[src/rtl/ptick_pkg.sv]
package ptick_pkg;

    localparam int unsigned WORD_W    = 32;
    localparam int unsigned RUN_BIT   = 0;
    localparam int unsigned IRQ_BIT   = 1;
    localparam int unsigned SRC_BIT   = 2;
    localparam int unsigned FLAG_BIT  = 16;
    localparam int unsigned NOREF_BIT = 31;
    localparam int unsigned SKEW_BIT  = 30;

    typedef enum logic [2:0] {
        SEL_STATUS,
        SEL_RELOAD,
        SEL_CURRENT,
        SEL_CALIB,
        SEL_NONE
    } reg_sel_e;

    typedef struct packed {
        logic src_fast;
        logic irq_en;
        logic run_en;
    } ctrl_bits_t;

    typedef struct packed {
        logic wr_status;
        logic wr_reload;
        logic wr_current;
        logic rd_status;
    } bus_strobe_t;

    function automatic reg_sel_e decode_word(input logic aligned, input int unsigned idx);
        reg_sel_e sel;
        sel = SEL_NONE;
        if (aligned) begin
            case (idx)
                0:       sel = SEL_STATUS;
                1:       sel = SEL_RELOAD;
                2:       sel = SEL_CURRENT;
                3:       sel = SEL_CALIB;
                default: sel = SEL_NONE;
            endcase
        end
        return sel;
    endfunction

    function automatic logic [WORD_W-1:0] pack_status(input ctrl_bits_t c, input logic flag);
        logic [WORD_W-1:0] w;
        w = '0;
        w[RUN_BIT]  = c.run_en;
        w[IRQ_BIT]  = c.irq_en;
        w[SRC_BIT]  = c.src_fast;
        w[FLAG_BIT] = flag;
        return w;
    endfunction

endpackage

[src/rtl/ptick_bus.sv]
module ptick_bus
    import ptick_pkg::*;
#(
    parameter int unsigned ADDR_W = 8
) (
    input  logic              clk,
    input  logic              rst,
    input  logic              req_valid_i,
    input  logic              req_write_i,
    input  logic              req_priv_i,
    input  logic [ADDR_W-1:0] req_addr_i,
    input  logic [WORD_W-1:0] status_word_i,
    input  logic [WORD_W-1:0] reload_word_i,
    input  logic [WORD_W-1:0] current_word_i,
    input  logic [WORD_W-1:0] calib_word_i,
    output bus_strobe_t       strobe_o,
    output logic              rsp_valid_o,
    output logic              rsp_err_o,
    output logic [WORD_W-1:0] rsp_rdata_o
);

    localparam int unsigned IDX_W = ADDR_W - 2;

    logic              granted;
    reg_sel_e          sel;
    logic [WORD_W-1:0] rd_mux;
    logic [IDX_W-1:0]  word_idx;

    assign word_idx = req_addr_i[ADDR_W-1:2];
    assign granted  = req_valid_i & req_priv_i;
    assign sel      = decode_word(req_addr_i[1:0] == 2'b00, int'(word_idx));

    always_comb begin
        strobe_o            = '0;
        strobe_o.wr_status  = granted &  req_write_i & (sel == SEL_STATUS);
        strobe_o.wr_reload  = granted &  req_write_i & (sel == SEL_RELOAD);
        strobe_o.wr_current = granted &  req_write_i & (sel == SEL_CURRENT);
        strobe_o.rd_status  = granted & ~req_write_i & (sel == SEL_STATUS);
    end

    always_comb begin
        case (sel)
            SEL_STATUS:  rd_mux = status_word_i;
            SEL_RELOAD:  rd_mux = reload_word_i;
            SEL_CURRENT: rd_mux = current_word_i;
            SEL_CALIB:   rd_mux = calib_word_i;
            default:     rd_mux = '0;
        endcase
    end

    always_ff @(posedge clk) begin
        if (rst) begin
            rsp_valid_o <= 1'b0;
            rsp_err_o   <= 1'b0;
            rsp_rdata_o <= '0;
        end else begin
            rsp_valid_o <= req_valid_i;
            rsp_err_o   <= req_valid_i & ~req_priv_i;
            rsp_rdata_o <= (granted & ~req_write_i) ? rd_mux : '0;
        end
    end


    strobe_onehot_chk: assert property (@(posedge clk) disable iff (rst)
        $onehot0(strobe_o));


    unpriv_refused_chk: assert property (@(posedge clk) disable iff (rst)
        (req_valid_i && !req_priv_i) |=> (rsp_err_o && rsp_rdata_o == '0));


    rsp_follows_req_chk: assert property (@(posedge clk) disable iff (rst)
        req_valid_i |=> rsp_valid_o);

endmodule

[src/rtl/ptick_count.sv]
module ptick_count #(
    parameter int unsigned CNT_W = 24
) (
    input  logic             clk,
    input  logic             rst,
    input  logic             run_i,
    input  logic             tick_i,
    input  logic             wr_reload_i,
    input  logic             wr_current_i,
    input  logic [CNT_W-1:0] wdata_i,
    output logic [CNT_W-1:0] count_o,
    output logic [CNT_W-1:0] reload_o,
    output logic             expire_o
);

    logic [CNT_W-1:0] count_q;
    logic [CNT_W-1:0] reload_q;
    logic             step;

    assign step     = run_i & tick_i & ~wr_current_i;
    assign expire_o = step & (count_q == CNT_W'(1));
    assign count_o  = count_q;
    assign reload_o = reload_q;

    always_ff @(posedge clk) begin
        if (rst) begin
            count_q  <= '0;
            reload_q <= '0;
        end else begin
            if (wr_reload_i) begin
                reload_q <= wdata_i;
            end
            if (wr_current_i) begin
                count_q <= '0;
            end else if (step) begin
                count_q <= (count_q == '0) ? reload_q : count_q - CNT_W'(1);
            end
        end
    end


    current_clear_chk: assert property (@(posedge clk) disable iff (rst)
        wr_current_i |=> (count_q == '0));


    hold_when_stopped_chk: assert property (@(posedge clk) disable iff (rst)
        (!run_i && !wr_current_i) |=> $stable(count_q));


    reload_after_zero_chk: assert property (@(posedge clk) disable iff (rst)
        (run_i && tick_i && !wr_current_i && count_q == '0) |=> (count_q == $past(reload_q)));

endmodule

[src/rtl/ptick_ctrl.sv]
module ptick_ctrl
    import ptick_pkg::*;
(
    input  logic       clk,
    input  logic       rst,
    input  logic       has_ref_i,
    input  logic       wr_status_i,
    input  logic       rd_status_i,
    input  logic       wr_current_i,
    input  logic [2:0] wbits_i,
    input  logic       expire_i,
    input  logic       reload_zero_i,
    output ctrl_bits_t ctrl_o,
    output logic       flag_o,
    output logic       run_o,
    output logic       irq_o
);

    ctrl_bits_t ctrl_q;
    ctrl_bits_t ctrl_wr;
    logic       flag_q;
    logic       halt_q;
    logic       irq_q;
    logic       rearm;

    always_comb begin
        ctrl_wr.src_fast = wbits_i[SRC_BIT] | ~has_ref_i;
        ctrl_wr.irq_en   = wbits_i[IRQ_BIT];
        ctrl_wr.run_en   = wbits_i[RUN_BIT];
    end

    assign rearm = wr_status_i & ctrl_wr.run_en & ~ctrl_q.run_en;

    always_ff @(posedge clk) begin
        if (rst) begin
            ctrl_q.src_fast <= ~has_ref_i;
            ctrl_q.irq_en   <= 1'b0;
            ctrl_q.run_en   <= 1'b0;
            flag_q          <= 1'b0;
            halt_q          <= 1'b0;
            irq_q           <= 1'b0;
        end else begin
            if (wr_status_i) begin
                ctrl_q <= ctrl_wr;
            end
            flag_q <= expire_i | (flag_q & ~rd_status_i & ~wr_current_i);
            if (expire_i && reload_zero_i) begin
                halt_q <= 1'b1;
            end else if (rearm) begin
                halt_q <= 1'b0;
            end
            irq_q <= expire_i & ctrl_q.irq_en;
        end
    end

    assign ctrl_o = ctrl_q;
    assign flag_o = flag_q;
    assign run_o  = ctrl_q.run_en & ~halt_q;
    assign irq_o  = irq_q;


    ref_absent_forces_fast_chk: assert property (@(posedge clk) disable iff (rst)
        !has_ref_i |-> ctrl_q.src_fast);


    read_clears_flag_chk: assert property (@(posedge clk) disable iff (rst)
        (rd_status_i && !expire_i) |=> !flag_q);


    irq_single_pulse_chk: assert property (@(posedge clk) disable iff (rst)
        irq_q |=> !irq_q);


    irq_implies_flag_chk: assert property (@(posedge clk) disable iff (rst)
        irq_q |-> flag_q);


    clear_no_irq_chk: assert property (@(posedge clk) disable iff (rst)
        wr_current_i |=> !irq_q);


    halt_keeps_enable_chk: assert property (@(posedge clk) disable iff (rst)
        (expire_i && reload_zero_i && !wr_status_i) |=> (ctrl_q.run_en && !run_o));

endmodule

[src/rtl/periodic_tick_timer.sv]
module periodic_tick_timer
    import ptick_pkg::*;
#(
    parameter int unsigned ADDR_W    = 8,
    parameter int unsigned CNT_W     = 24,
    parameter int unsigned CAL_TENMS = 99999,
    parameter bit          CAL_SKEW  = 1'b0
) (
    input  logic              clk,
    input  logic              rst,
    input  logic              has_ref_i,
    input  logic              ref_tick_i,
    input  logic              req_valid_i,
    input  logic              req_write_i,
    input  logic              req_priv_i,
    input  logic [ADDR_W-1:0] req_addr_i,
    input  logic [31:0]       req_wdata_i,
    output logic              rsp_valid_o,
    output logic              rsp_err_o,
    output logic [31:0]       rsp_rdata_o,
    output logic              irq_o
);

    localparam logic [CNT_W-1:0] CAL_FIELD = CNT_W'(CAL_TENMS);

    bus_strobe_t       strobe;
    ctrl_bits_t        ctrl;
    logic              flag;
    logic              run;
    logic              tick;
    logic              expire;
    logic [CNT_W-1:0]  count;
    logic [CNT_W-1:0]  reload;
    logic [WORD_W-1:0] status_word;
    logic [WORD_W-1:0] calib_word;

    assign tick        = ctrl.src_fast | ref_tick_i;
    assign status_word = pack_status(ctrl, flag);

    always_comb begin
        calib_word = '0;
        if (has_ref_i) begin
            calib_word[CNT_W-1:0] = CAL_FIELD;
            calib_word[SKEW_BIT]  = CAL_SKEW;
        end else begin
            calib_word[NOREF_BIT] = 1'b1;
        end
    end

    ptick_bus #(
        .ADDR_W(ADDR_W)
    ) u_bus (
        .clk           (clk),
        .rst           (rst),
        .req_valid_i   (req_valid_i),
        .req_write_i   (req_write_i),
        .req_priv_i    (req_priv_i),
        .req_addr_i    (req_addr_i),
        .status_word_i (status_word),
        .reload_word_i (WORD_W'(reload)),
        .current_word_i(WORD_W'(count)),
        .calib_word_i  (calib_word),
        .strobe_o      (strobe),
        .rsp_valid_o   (rsp_valid_o),
        .rsp_err_o     (rsp_err_o),
        .rsp_rdata_o   (rsp_rdata_o)
    );

    ptick_ctrl u_ctrl (
        .clk          (clk),
        .rst          (rst),
        .has_ref_i    (has_ref_i),
        .wr_status_i  (strobe.wr_status),
        .rd_status_i  (strobe.rd_status),
        .wr_current_i (strobe.wr_current),
        .wbits_i      (req_wdata_i[2:0]),
        .expire_i     (expire),
        .reload_zero_i(reload == '0),
        .ctrl_o       (ctrl),
        .flag_o       (flag),
        .run_o        (run),
        .irq_o        (irq_o)
    );

    ptick_count #(
        .CNT_W(CNT_W)
    ) u_count (
        .clk         (clk),
        .rst         (rst),
        .run_i       (run),
        .tick_i      (tick),
        .wr_reload_i (strobe.wr_reload),
        .wr_current_i(strobe.wr_current),
        .wdata_i     (req_wdata_i[CNT_W-1:0]),
        .count_o     (count),
        .reload_o    (reload),
        .expire_o    (expire)
    );


    reset_quiet_chk: assert property (@(posedge clk)
        rst |=> (!irq_o && !flag && count == '0 && reload == '0));

endmodule

[config.mk]
export PLATFORM = sky130hd
export DESIGN_NAME = periodic_tick_timer
export DESIGN_NICKNAME = d
export VERILOG_FILES = /design/src/rtl/ptick_pkg.sv /design/src/rtl/ptick_bus.sv /design/src/rtl/ptick_count.sv /design/src/rtl/ptick_ctrl.sv /design/src/rtl/periodic_tick_timer.sv
export SDC_FILE = /design/constraint.sdc
export NUM_CORES = 1
export LEC_CHECK = 0
export ABC_CLOCK_PERIOD_IN_PS = 3310
export CAP_MARGIN = 25
export CORE_MARGIN = 4
export CORE_UTILIZATION = 55
export DETAILED_ROUTE_END_ITERATION = 10
export DONT_BUFFER_PORTS = 1
export PLACE_DENSITY_LB_ADDON = 0.15
export SLEW_MARGIN = 25
export SYNTH_ARGS = -nofsm -noshare
export SYNTH_HDL_FRONTEND = slang
export SYNTH_SLANG_ARGS = --single-unit
[constraint.sdc]
create_clock -name clk -period 3.31 [get_ports clk]
set_input_delay 0.4965 -clock clk [delete_from_list [all_inputs] [get_ports clk]]
set_output_delay 0.4965 -clock clk [all_outputs]
set_load 0.02 [all_outputs]
==> out/qor.yml <==
r2r_end: "u_count.count_o[7]$_SDFFE_PP0P_"
crit_required_ns: 3.56
slowest_delay_ns: 0.70
fin_tns_setup_ns: 0
post-cts-setup-buffers: 0
rsz0062_at_grt: "no"
whs_endpoint: "u_bus.rsp_err_o$_SDFF_PP0_"
die_area_mm2: 0.008253
critical_path.startpoint: "u_count.count_o[16]$_SDFFE_PP0P_"
synth-edff-count: 1
ys.flop_type: "dfxtp_1"
crit_chain: "or4_1, nor4_4, and4_1, buf_4, o21ai_0, a32o_1"
port_buffers: 0
worst_ep_arrival_time_ns: 2.86
min_period_ns: 2.605
cts_buffer_depth: 2
synthCells: 467
holdCritPathClass: "in -> reg"
clock.fmax_mhz: 383.9
wl_per_cell_um: 18.11
hold_violations: 0
grt_pass1_vias: 3097
cts_tree: "built"
grt_max_degree: 34
htreeDepth: 3
synth_area_mm2: 0.003775
initial_utilization_pct: 58.12
track_usage_pct: 23.83
yosysTopAreaCell: "dfxtp_1"
yosysMostFrequentCell: "dfxtp_1"
drc: 0
grt_pass1_wl_um: 15860
wl_um: 9653
num_vias: 3355
cts_hold_buf: 0
crit_type: "reg -> reg"
die_y_um: 90.85
power_density_mw_per_mm2: 426.1
slew_viol_final: 0
synth_seq_cells: 81
root_buffer: "clkbuf_8"
yosysWarnings: 0
final_util_pct: 60.41
drt-initial-drc-count: 201
relSlewSlack_pct: 43.01
async_reset_ff_share_pct: 0
netlist.area_leader.share_pct: 42.43
cts_resized: 0
vdd_drop_max_uv: 221.6
maxCapViolCount: 0
endpoint_kind: "flip-flop"
first_pass_iters: 5
synthTopCellsByCount: "dfxtp_1, nand2_1, a21oi_1, nor2_1, o21ai_0"
r2r_slack_ns: 0.71
slowest_stage: "or4_1"
cts.sinks: 81
power.leakage_nw: 1.349
outcome: "finished clean"
synth_cell_types: 56
syn_to_final_growth_pct: 3.944
netlist_top_cells_area: "dfxtp_1, a21oi_1, nand2_1"
num_rows: 29
nets: 501
setup_violations: 0
clk_pin_slew_ns: 0.08
tightest_slew_ns: 0.8548
avgSynthCellArea_um2: 8.083
dp_hpwl_um: 6799
rr_startpoint: "u_count.count_o[16]$_SDFFE_PP0P_"
n_antenna_cell: 0
finClkSkew_ns: 0.01083
viasPerCell: 6.295
antenna_found_initial: 0
yosysSeqAreaShare_pct: 43.22
coreArea_mm2: 0.006495
hold_depth: 1
clkLatencyLatePin_ns: 0.36
drive_above_1_share_pct: 7.675
r2r_cells: 6
period_share_pct: 78.69
cp-start-kind: "flip-flop"
hold_start: "req_priv_i"
gp_congestion: 0.8864
ant_nets: 0
ioPinCount: 82
worstPathMaxFanout: 30
grt.overflow.total: 0
die_w_um: 90.85
cts_buffers: 9
[final cells by class]
cell class | instances | area [µm²]
fill | 623 | 2571
multi-input combinational | 343 | 1927
sequential | 81 | 1632
clock buffer | 10 | 137.6
tap | 77 | 96.34
timing repair buffer | 8 | 60.06
clock inverter | 6 | 41.29
inverter | 8 | 30.03
[worst max-delay path by stage]
| stage | end | slack [ns] | cells after the start |
|---|---|---|---|
| 4_1_cts | u_count.count_o[23]$_SDFFE_PP0P_ | 0.72 | 7 |
| 6_report | u_count.count_o[7]$_SDFFE_PP0P_ | 0.71 | 6 |
| 5_1_grt | u_count.count_o[17]$_SDFFE_PP0P_ | 0.52 | 7 |
| 3_3_place_gp | u_count.count_o[15]$_SDFFE_PP0P_ | 0.80 | 6 |
| 2_1_floorplan | u_count.count_o[15]$_SDFFE_PP0P_ | 0.99 | 7 |
| 3_5_place_dp | u_count.count_o[15]$_SDFFE_PP0P_ | 0.69 | 6 |
[layout by cell type, fill, tap and decap left out, types with 10 or more instances in the layout]
cell / count
nor2_1: 47
clkbuf_8: 10
nor4_1: 11
nand2_1: 68
dfxtp_1: 80
o21ai_0: 28
nor3_1: 11
a22oi_1: 15
a21oi_1: 56
nand3_1: 11
[per-stage QoR]
step | hold slack (ns) | instances | area [µm²] | power, W | setup slack, ns
after floorplan | 0.4205 | 473 | 3797 | 0.001042 | 0.9883
after global placement | 0.4585 | 517 | 3745 | 0.001033 | 0.8040
after detailed placement | 0.4663 | 517 | 3745 | 0.001034 | 0.6859
after CTS | 0.1894 | 533 | 3924 | 0.001681 | 0.7228
after global routing | 0.1803 | 533 | 3924 | 0.001731 | 0.5160
final | 0.1959 | 533 | 3924 | 0.001672 | 0.7053
[critical path: cells and delay by family, from the launching register on]
kind,cells,cell delay (ns)
DFF,1,0.39
buffers and inverters,1,0.30
AOI/OAI and AO/OA,2,0.43
and+or+nand+nor,3,1.36
[state kept, by name (all words and copies together), names as in the netlist]
name	count
u_bus.rsp_rdata_o	25
u_count.count_o	24
u_count.reload_o	24
u_ctrl.ctrl_o	3
u_bus.rsp_err_o	1
u_bus.rsp_valid_o	1
u_ctrl.flag_o	1
u_ctrl.halt_q	1
u_ctrl.irq_o	1
[report_power, final]
group	internal, W	switching, W
logic	0.00000897	0.0000214
registers	0.000978	0.00000262
clock network	0.000292	0.000369
total	0.00128	0.000393
[cell families after synthesis]
group | Yosys count | synth area share [%]
DFF | 81 | 43.22
xor gates and xnor gates | 1 | 0.2321
buffers and inverters | 49 | 6.331
and+or+nand+nor | 188 | 24.66
muxes | 7 | 1.889
other | 1 | 0.09934
AOI/OAI and AO/OA | 137 | 22.57
adders and majority gates | 3 | 0.9945
[per-layer routing]
metal	up-vias	share of wire [%]	GRT usage [%]
met2	117	46	37.25
met4	0	1.4	8.166
met1	1596	46	32.27
met5	-	0	0
met3	14	6.6	5.583
li1	1628	-	-
(Power assumes the default switching activity.)
